--- config.mk ---
export PLATFORM = sky130hd
export DESIGN_NAME = adcc_top
export DESIGN_NICKNAME = d
export VERILOG_FILES = /design/src/rtl/adcc_pkg.sv /design/src/rtl/adcc_merge.sv /design/src/rtl/adcc_saturate.sv /design/src/rtl/adcc_format.sv /design/src/rtl/adcc_valid.sv /design/src/rtl/adcc_top.sv
export SDC_FILE = /design/constraint.sdc
export NUM_CORES = 1
export LEC_CHECK = 0
export CORE_ASPECT_RATIO = 1.5
export CORE_UTILIZATION = 45
export CTS_CLUSTER_SIZE = 24
export DETAILED_ROUTE_END_ITERATION = 8
export PLACE_DENSITY_LB_ADDON = 0.2
export SLEW_MARGIN = 10
export SYNTH_ARGS = -nofsm -noshare
export SYNTH_HDL_FRONTEND = slang
export SYNTH_HIERARCHICAL = 1
export SYNTH_SLANG_ARGS = --single-unit
--- constraint.sdc ---
create_clock -name clk -period 2.3 [get_ports clk]
set_clock_uncertainty 0.1 [all_clocks]
set_input_delay 0.575 -clock clk [delete_from_list [all_inputs] [get_ports clk]]
set_output_delay 0.575 -clock clk [all_outputs]
set_load 0.02 [all_outputs]
--- src/rtl/adcc_pkg.sv ---
package adcc_pkg;

    parameter int COARSE_W = 5;
    parameter int FINE_W   = 6;
    parameter int OUT_W    = 10;
    parameter int LATENCY  = 3;

    localparam int SUM_W         = OUT_W + 2;
    localparam int FINE_SHIFT    = FINE_W - 1;
    localparam int OVERLAP_OFS   = 1 << (FINE_W - 2);
    localparam int CODE_MAX      = (1 << OUT_W) - 1;
    localparam int RESTART_EDGES = LATENCY + 1;

    typedef enum logic [1:0] {
        OVR_NONE = 2'd0,
        OVR_HIGH = 2'd1,
        OVR_LOW  = 2'd2
    } ovr_e;

    typedef struct packed {
        logic [COARSE_W-1:0] coarse;
        logic [FINE_W-1:0]   fine;
        logic                hi;
        logic                lo;
    } raw_t;

    typedef struct packed {
        logic [SUM_W-1:0] sum;
        ovr_e             ovr;
    } merged_t;

    typedef struct packed {
        logic [OUT_W-1:0] code;
        logic             oor;
    } word_t;

    function automatic logic [SUM_W-1:0] overlap_sum(
        input logic [COARSE_W-1:0] coarse,
        input logic [FINE_W-1:0]   fine
    );
        int s;
        s = int'(coarse) * (1 << FINE_SHIFT) + int'(fine) - OVERLAP_OFS;
        return s[SUM_W-1:0];
    endfunction

    function automatic ovr_e ovr_select(input logic hi, input logic lo);
        if (hi)      return OVR_HIGH;
        else if (lo) return OVR_LOW;
        else         return OVR_NONE;
    endfunction

endpackage

--- src/rtl/adcc_merge.sv ---
module adcc_merge
    import adcc_pkg::*;
(
    input  logic                clk,
    input  logic                rst,
    input  logic [COARSE_W-1:0] coarse_code,
    input  logic [FINE_W-1:0]   fine_code,
    input  logic                ovr_hi,
    input  logic                ovr_lo,
    output merged_t             merged_q
);

    raw_t raw_q;

    always_ff @(posedge clk) begin
        if (rst) begin
            raw_q <= '0;
        end else begin
            raw_q.coarse <= coarse_code;
            raw_q.fine   <= fine_code;
            raw_q.hi     <= ovr_hi;
            raw_q.lo     <= ovr_lo;
        end
    end

    always_ff @(posedge clk) begin
        if (rst) begin
            merged_q <= '{sum: '0, ovr: OVR_NONE};
        end else begin
            merged_q.sum <= overlap_sum(raw_q.coarse, raw_q.fine);
            merged_q.ovr <= ovr_select(raw_q.hi, raw_q.lo);
        end
    end

    AST_HI_WINS: assert property (@(posedge clk) disable iff (rst)
        raw_q.hi |=> merged_q.ovr == OVR_HIGH);

endmodule

--- src/rtl/adcc_saturate.sv ---
module adcc_saturate
    import adcc_pkg::*;
(
    input  logic    clk,
    input  logic    rst,
    input  merged_t merged_q,
    output word_t   word_q
);

    localparam logic [OUT_W-1:0] TOP_CODE = OUT_W'(CODE_MAX);

    word_t word_d;
    logic  below;
    logic  above;

    always_comb begin
        below = $signed(merged_q.sum) < 0;
        above = $signed(merged_q.sum) > $signed(SUM_W'(CODE_MAX));
        unique case (merged_q.ovr)
            OVR_HIGH: word_d = '{code: TOP_CODE, oor: 1'b1};
            OVR_LOW:  word_d = '{code: '0,       oor: 1'b1};
            default: begin
                if (below)      word_d = '{code: '0,       oor: 1'b1};
                else if (above) word_d = '{code: TOP_CODE, oor: 1'b1};
                else            word_d = '{code: merged_q.sum[OUT_W-1:0], oor: 1'b0};
            end
        endcase
    end

    always_ff @(posedge clk) begin
        if (rst) word_q <= '0;
        else     word_q <= word_d;
    end

    AST_NEG_CLAMP: assert property (@(posedge clk) disable iff (rst)
        (merged_q.ovr == OVR_NONE && $signed(merged_q.sum) < 0)
        |=> (word_q.code == '0 && word_q.oor));

    AST_POS_CLAMP: assert property (@(posedge clk) disable iff (rst)
        (merged_q.ovr == OVR_NONE && $signed(merged_q.sum) > $signed(SUM_W'(CODE_MAX)))
        |=> (word_q.code == TOP_CODE && word_q.oor));

endmodule

--- src/rtl/adcc_format.sv ---
module adcc_format
    import adcc_pkg::*;
(
    input  logic             clk,
    input  logic             rst,
    input  logic             fmt_offset,
    input  word_t            word_q,
    output logic [OUT_W-1:0] data_out,
    output logic             out_of_range
);

    logic [OUT_W-1:0] shaped;

    always_comb begin
        shaped = word_q.code;
        if (!fmt_offset) shaped[OUT_W-1] = ~word_q.code[OUT_W-1];
    end

    always_ff @(posedge clk) begin
        if (rst) begin
            data_out     <= '0;
            out_of_range <= 1'b0;
        end else begin
            data_out     <= shaped;
            out_of_range <= word_q.oor;
        end
    end

    AST_FLAG_FOLLOWS: assert property (@(posedge clk) disable iff (rst)
        word_q.oor |=> out_of_range);

endmodule

--- src/rtl/adcc_valid.sv ---
module adcc_valid
    import adcc_pkg::*;
(
    input  logic clk,
    input  logic rst,
    input  logic clk_restart,
    output logic data_valid
);

    localparam int CNT_W = $clog2(RESTART_EDGES);

    logic [CNT_W-1:0] edge_cnt;

    always_ff @(posedge clk) begin
        if (rst || clk_restart) begin
            edge_cnt   <= '0;
            data_valid <= 1'b0;
        end else if (!data_valid) begin
            if (edge_cnt == CNT_W'(RESTART_EDGES - 1)) data_valid <= 1'b1;
            else                                      edge_cnt   <= edge_cnt + 1'b1;
        end
    end

    AST_RESTART_DROPS: assert property (@(posedge clk) disable iff (rst)
        clk_restart |=> !data_valid);

    AST_VALID_HOLDS: assert property (@(posedge clk) disable iff (rst)
        (data_valid && !clk_restart) |=> data_valid);

endmodule

--- src/rtl/adcc_top.sv ---
module adcc_top
    import adcc_pkg::*;
(
    input  logic                clk,
    input  logic                rst,
    input  logic                clk_restart,
    input  logic [COARSE_W-1:0] coarse_code,
    input  logic [FINE_W-1:0]   fine_code,
    input  logic                ovr_hi,
    input  logic                ovr_lo,
    input  logic                fmt_offset,
    output logic [OUT_W-1:0]    data_out,
    output logic                out_of_range,
    output logic                data_valid
);

    merged_t merged_q;
    word_t   word_q;

    adcc_merge i_merge (
        .clk         (clk),
        .rst         (rst),
        .coarse_code (coarse_code),
        .fine_code   (fine_code),
        .ovr_hi      (ovr_hi),
        .ovr_lo      (ovr_lo),
        .merged_q    (merged_q)
    );

    adcc_saturate i_saturate (
        .clk      (clk),
        .rst      (rst),
        .merged_q (merged_q),
        .word_q   (word_q)
    );

    adcc_format i_format (
        .clk          (clk),
        .rst          (rst),
        .fmt_offset   (fmt_offset),
        .word_q       (word_q),
        .data_out     (data_out),
        .out_of_range (out_of_range)
    );

    adcc_valid i_valid (
        .clk         (clk),
        .rst         (rst),
        .clk_restart (clk_restart),
        .data_valid  (data_valid)
    );

    localparam logic [OUT_W-1:0] POS_FS = {1'b0, {(OUT_W-1){1'b1}}};
    localparam logic [OUT_W-1:0] NEG_FS = {1'b1, {(OUT_W-1){1'b0}}};

    AST_HI_FULL_SCALE: assert property (@(posedge clk) disable iff (rst)
        (data_valid && $past(ovr_hi, 4) && !$past(fmt_offset))
        |-> (data_out == POS_FS && out_of_range));

    AST_LO_FULL_SCALE: assert property (@(posedge clk) disable iff (rst)
        (data_valid && !$past(ovr_hi, 4) && $past(ovr_lo, 4) && !$past(fmt_offset))
        |-> (data_out == NEG_FS && out_of_range));

    AST_OFFSET_TOP: assert property (@(posedge clk) disable iff (rst)
        (data_valid && $past(ovr_hi, 4) && $past(fmt_offset))
        |-> (data_out == {OUT_W{1'b1}}));

endmodule

==> reports/metrics.cfg, run 1 <==
[outcome]
status=finished clean

[synthesis]
yosysWarnings=6
yosys_register_bits=52
syn-num-nets=199
syn-cell-area_um2=1950
ys_seq_area_share_pct=53.5
yosysUniqueCellTypes=36
synth.top_cell.area_share_pct=53.5
yosysTopAreaCell=dfxtp_1
synth_commonest_cells=52 x dfxtp_1, 18 x nor2b_1, 13 x inv_1, 10 x ha_1
yosys_most_used_dff=dfxtp_1
netlist_instances=171
synth_async_sr_flop_share_pct=0
synth_edf_count=0
yosysMostFrequentCell=dfxtp_1
synthTopCellsByArea=dfxtp_1 53%, ha_1 6.4%, nor2b_1 5.8%, a21oi_2 4.0%, o21ai_2 4.0%
avgSynthCellArea_um2=11.4

[cells_and_area]
area_growth_pct=19.2
nNetsFinal=228
multi_input_area_um2=791
instances_no_fill=246
drive_gt1_share_pct=21.4
fill_cells=321
antenna_cells=0
regArea_um2=1040
post-route-util_pct=57.6

[worst_setup_path]
r2r_setup_slack_ns=0.15
cp-startpoint=i_merge/raw_q[7]
worstSetupPathDepth=10
crit_family=adder cells
crit_path_max_incr_delay_ns=0.42
path_max_fanout=3
cp-start-kind=register
crit_chain=inv_1 -> ha_1 -> inv_1 -> ha_1 -> inv_1 -> fa_1 -> nor2b_4 -> o21a_1 -> nor2_1 -> mux2_2
worstPathArrival_ns=2.23
endpoint=i_merge/merged_q[11]
r2r_end=i_merge/merged_q[11]
rr_worst_depth=10
cp.required_ns=2.38
worstSetupPathType=register to register
endpoint_kind=register
worstPathBufferInverterCount=3
cpMostUsedCell=inv_1
r2r_start=i_merge/raw_q[7]
slowest_stage=fa_1

[timing]
rsz0062_at_grt=no
period_share_pct=93.4
max_freq_ghz=0.466
tns_ns=0
finalSetupViolations=0
post-route-min-period_ns=2.15
slew_violations=0
max_slew_margin_pct=63.4
hold_viol=0
worst_pin_slew_ns=0.549

[pwr]
ir_drop_v=0.000563
swShare_pct=23.2
combinationalPowerShare_pct=14.2
p_total_uw=1750
leakage_uw=0.000934
p_seq_share_pct=57.2
clkPwrFrac_pct=28.6
intPower_uw=1340
power.switching_uw=407
power_density_nw_per_um2=754

[clock_tree]
cts_inserted_buffers=5
hold_buffers=0
post_cts_resized=0
path_clk_slew_ns=0.08
insertion_delay_ns=0.29
htree_levels=2
cts_tree=yes
clock-sinks=52
root_buffer=clkbuf_8
cts.path.max_buffers=2
post_cts_buffers=0

[floorplanning]
die_w_um=55.7
rows=28
dieArea_um2=4600
io_pins=29
dieHeight_um=82.6
core_um2=4030
start_util_pct=48.3

[placement]
placedCellCount=238
gp_congestion=0.836
hpwlAfterDp_um=1970
numPortBuffers=28

[job]
drv_cap=0

[global_routing]
grt_max_degree=22
grt_use_total_pct=13.7
grt_pass1_wl_um=4730
met3_usage_pct=5.45
grt_pass1_vias=1206
grtUsageMet2_pct=27.8
met1_usage_pct=10.7
grt.busiest_layer=met2
antenna_found_initial=0
grt-ovfl-total=0

[worst_hold_path]
hold_path.class=register to register
hp-start=i_merge/raw_q[1]

[route]
drt_iter0_markers=12
final_antenna_net_count=0
drt-wirelength-per-cell_um=10.5
vias=1184
via_per_inst=4.81
firstDrtPassIters=2
wl_um=2580
drc=0

[state kept, by name (all words and copies together) (netlist names)]
name	flops
i_format/out_of_range	1
i_valid/edge_cnt	2
i_valid/data_valid	1
i_merge/merged_q	14
i_merge/raw_q	13
i_format/data_out	10
i_saturate/word_q	11
[power groups by stage]
| stage | Sequential [uW] | Combinational [uW] | Clock, uW |
|---|---|---|---|
| 2_1_floorplan | 1020 | 181 | 0 |
| 3_3_place_gp | 1020 | 240 | 0 |
| 3_5_place_dp | 1020 | 251 | 0 |
| 4_1_cts | 1000 | 252 | 521 |
| 5_1_grt | 1010 | 278 | 564 |
| 6_report | 1000 | 249 | 501 |
[final cells by class]
class,count,area share (%)
multi-input cells,98,34.1
clock inverters,2,0.432
well taps,45,2.43
flip-flops and latches,52,44.9
repair buffers,30,12.5
inverters,13,2.10
clock buffers,6,3.56
[worst min-delay path by stage]
stage	end	slack (ns)	cells past startpoint
6_report	i_merge/merged_q[1]	0.32	1
5_1_grt	i_merge/merged_q[1]	0.35	1
4_1_cts	i_merge/merged_q[6]	0.33	1
2_1_floorplan	i_merge/merged_q[1]	0.29	1
3_3_place_gp	i_merge/merged_q[1]	0.30	1
3_5_place_dp	i_merge/merged_q[6]	0.31	1
[routing by layer]
layer | share of wire [%] | up-vias
li1 | - | 620
met1 | 36 | 533
met2 | 58 | 26
met3 | 4.1 | 5
met4 | 2.4 | 0
met5 | 0 | -
[kinds of logic (layout without fill, tap and decap cells)]
group           Yosys count  count (layout)  share of synthesized area [%]
flops                    52              52                           53.5
simple gates             52              52                           18.8
compound gates           33              33                           13.3
buf+inv                  21              51                           5.91
fa+ha+maj                11              11                           7.46
xor+xnor                  1               1                          0.450
mux                       1               1                          0.578
[placed cells by master (no fill, tap or decap), types with 2 or more instances in the layout]
cell,instances
nor2b_1,18
dfxtp_1,52
nor2b_4,4
a211oi_1,4
o21ai_2,9
nor2_1,6
a21oi_2,9
ha_1,10
nor2b_2,7
o21ai_0,4
buf_4,2
clkdlybuf4s50_1,27
nor3_1,4
a21oi_1,2
nor4b_1,2
clkbuf_8,6
clkinv_2,2
and2b_1,3
inv_1,13
[metrics by stage]
step                hold slack [ns]  worst slack [ns]  area (um2)
floorplan                     0.290             0.304        1950
global placement              0.296             0.255        2230
detailed placement            0.311             0.190        2230
CTS                           0.325             0.156        2320
global route                  0.349            0.0257        2320
finish                        0.323             0.152        2320
(Power assumes the default switching activity.)
==> run 2, diff against run 1 <==
MAX_ROUTING_LAYER = met4   (was unset)
==> run 2 against run 1 <==
Effect of this change:
- cell area unchanged
- register-to-register slack about the same
- sequential cell count unchanged
- global-route usage up 0.40 points
- largest power group unchanged
==> reports/metrics.cfg, run 2 (synthesis results as in run 1) <==
[outcome]
status=finished clean

[route]
drt-wirelength-per-cell_um=10.4  ; -0.47%
firstDrtPassIters=4  ; +2
final_antenna_net_count=0  ; unchanged
via_per_inst=4.84  ; +0.59%
drc=0  ; unchanged
vias=1191  ; +0.59%
wl_um=2570  ; -0.47%
drt_iter0_markers=24  ; +12

[global_routing]
grt_use_total_pct=14.0  ; +0.40 points
grt_max_degree=22  ; unchanged
grt_pass1_vias=1207  ; +0.083%
grt-ovfl-total=0  ; unchanged
antenna_found_initial=0  ; unchanged
grt_pass1_wl_um=4730  ; unchanged

[clock_tree]
insertion_delay_ns=0.29  ; about the same
cts.path.max_buffers=2  ; unchanged
cts_tree=yes
post_cts_buffers=0  ; unchanged
hold_buffers=0  ; unchanged
post_cts_resized=0  ; unchanged
cts_inserted_buffers=5  ; unchanged
root_buffer=clkbuf_8
path_clk_slew_ns=0.08  ; about the same
clock-sinks=52  ; unchanged
htree_levels=2  ; unchanged

[cells_and_area]
largest_register_ffs=14  ; unchanged
fin_area_um2=2320  ; unchanged
area_growth_pct=19.2  ; unchanged
reg.largest.list=i_merge/merged_q x14, i_merge/raw_q x13, i_saturate/word_q x11
nNetsFinal=228  ; unchanged
regArea_um2=1040  ; unchanged
final_common_cell=dfxtp_1
top_register=i_merge/merged_q
drive_gt1_share_pct=21.4  ; unchanged
final_cell_mix=52 x dfxtp_1, 27 x clkdlybuf4s50_1, 18 x nor2b_1
post-route-util_pct=57.6  ; unchanged
multi_input_area_um2=791  ; unchanged
fill_cells=321  ; unchanged
antenna_cells=0  ; unchanged

[pwr]
ir_drop_v=0.000564  ; +0.16%
power_density_nw_per_um2=754  ; about the same
leakage_uw=0.000934  ; unchanged
p_total_uw=1750  ; about the same

[timing]
slew_violations=0  ; unchanged
post-route-min-period_ns=2.13  ; -0.0139 ns
max_slew_margin_pct=63.9  ; +0.43 points
max_freq_ghz=0.469  ; +0.65%
finalSetupViolations=0  ; unchanged
rsz0062_at_grt=no
worst_pin_slew_ns=0.541  ; -0.00726 ns
hold_slack_ns=0.320  ; -0.00313 ns
period_share_pct=92.8  ; -0.61 points
hold_viol=0  ; unchanged
tns_ns=0  ; unchanged

[floorplanning]
dieHeight_um=82.6  ; unchanged
rows=28  ; unchanged
dieArea_um2=4600  ; unchanged
start_util_pct=48.3  ; unchanged
core_um2=4030  ; unchanged
io_pins=29  ; unchanged
die_w_um=55.7  ; unchanged

[worst_setup_path]
r2r_start=i_merge/raw_q[7]
cp-start-kind=register
cp-startpoint=i_merge/raw_q[7]
worstSetupPathType=register to register
worstPathArrival_ns=2.22  ; about the same
endpoint_kind=register
path_max_fanout=3  ; unchanged
cp.required_ns=2.39  ; about the same

[placement]
gp_congestion=0.849  ; +1.5%
dpl_cell_area_um2=2230  ; unchanged
hpwlAfterDp_um=1970  ; unchanged
numPortBuffers=28  ; unchanged

[worst_hold_path]
hold_path.class=register to register
hp-start=i_merge/raw_q[6]

[job]
drv_cap=0  ; unchanged

## run 2: cell counts in the layout (fill, tap and decap cells not counted)
No cell type changed its count.
## run 2: report_power, final
part           switching (uW)  internal, uW  leakage (uW)  total (uW)
combinational             112           136      0.000454         248
clock                     261           240     0.0000510         501
sequential               33.2           967      0.000430        1000
total                     406          1340      0.000934        1750
## run 2: final cells by class
cell class	count	share of cell area, %
Tap cell	45	2.43
Clock inverter	2	0.432
Clock buffer	6	3.56
Sequential cell	52	44.9
Timing Repair Buffer	30	12.5
Multi-Input combinational cell	98	34.1
Inverter	13	2.10
## run 2: metal layers
| metal | up-vias | share of wire, % | GRT usage, % |
|---|---|---|---|
| met4 | 0 | 2.7 | 7.75 |
| met1 | 534 | 35 | 10.7 |
| met3 | 7 | 4.5 | 5.45 |
| met2 | 32 | 58 | 27.8 |
| met5 | - | 0 | - |
| li1 | 618 | - | - |
## run 2: critical path: stages (launching register included)
cell and delay, ns:
dfxtp_1 0.31, inv_1 0.04, ha_1 0.27, inv_1 0.05, ha_1 0.18, inv_1 0.06, fa_1 0.42, nor2b_4 0.13
o21a_1 0.12, nor2_1 0.06, mux2_2 0.27
## run 2: worst paths after layout
kind | endpoint | slack [ns] | depth (start not counted)
worst max-delay path | i_merge/merged_q[11] | 0.17 | 10
worst min-delay path | i_merge/merged_q[6] | 0.32 | 1
worst max register to register | i_merge/merged_q[11] | 0.17 | 10
worst min register to register | i_merge/merged_q[6] | 0.32 | 1
## run 2: stage by stage
stage / worst slack (ns) / cells
floorplan: 0.304 / 171
global placement: 0.255 / 238
detailed placement: 0.190 / 238
CTS: 0.156 / 246
global route: 0.0257 / 246
finish: 0.166 / 246
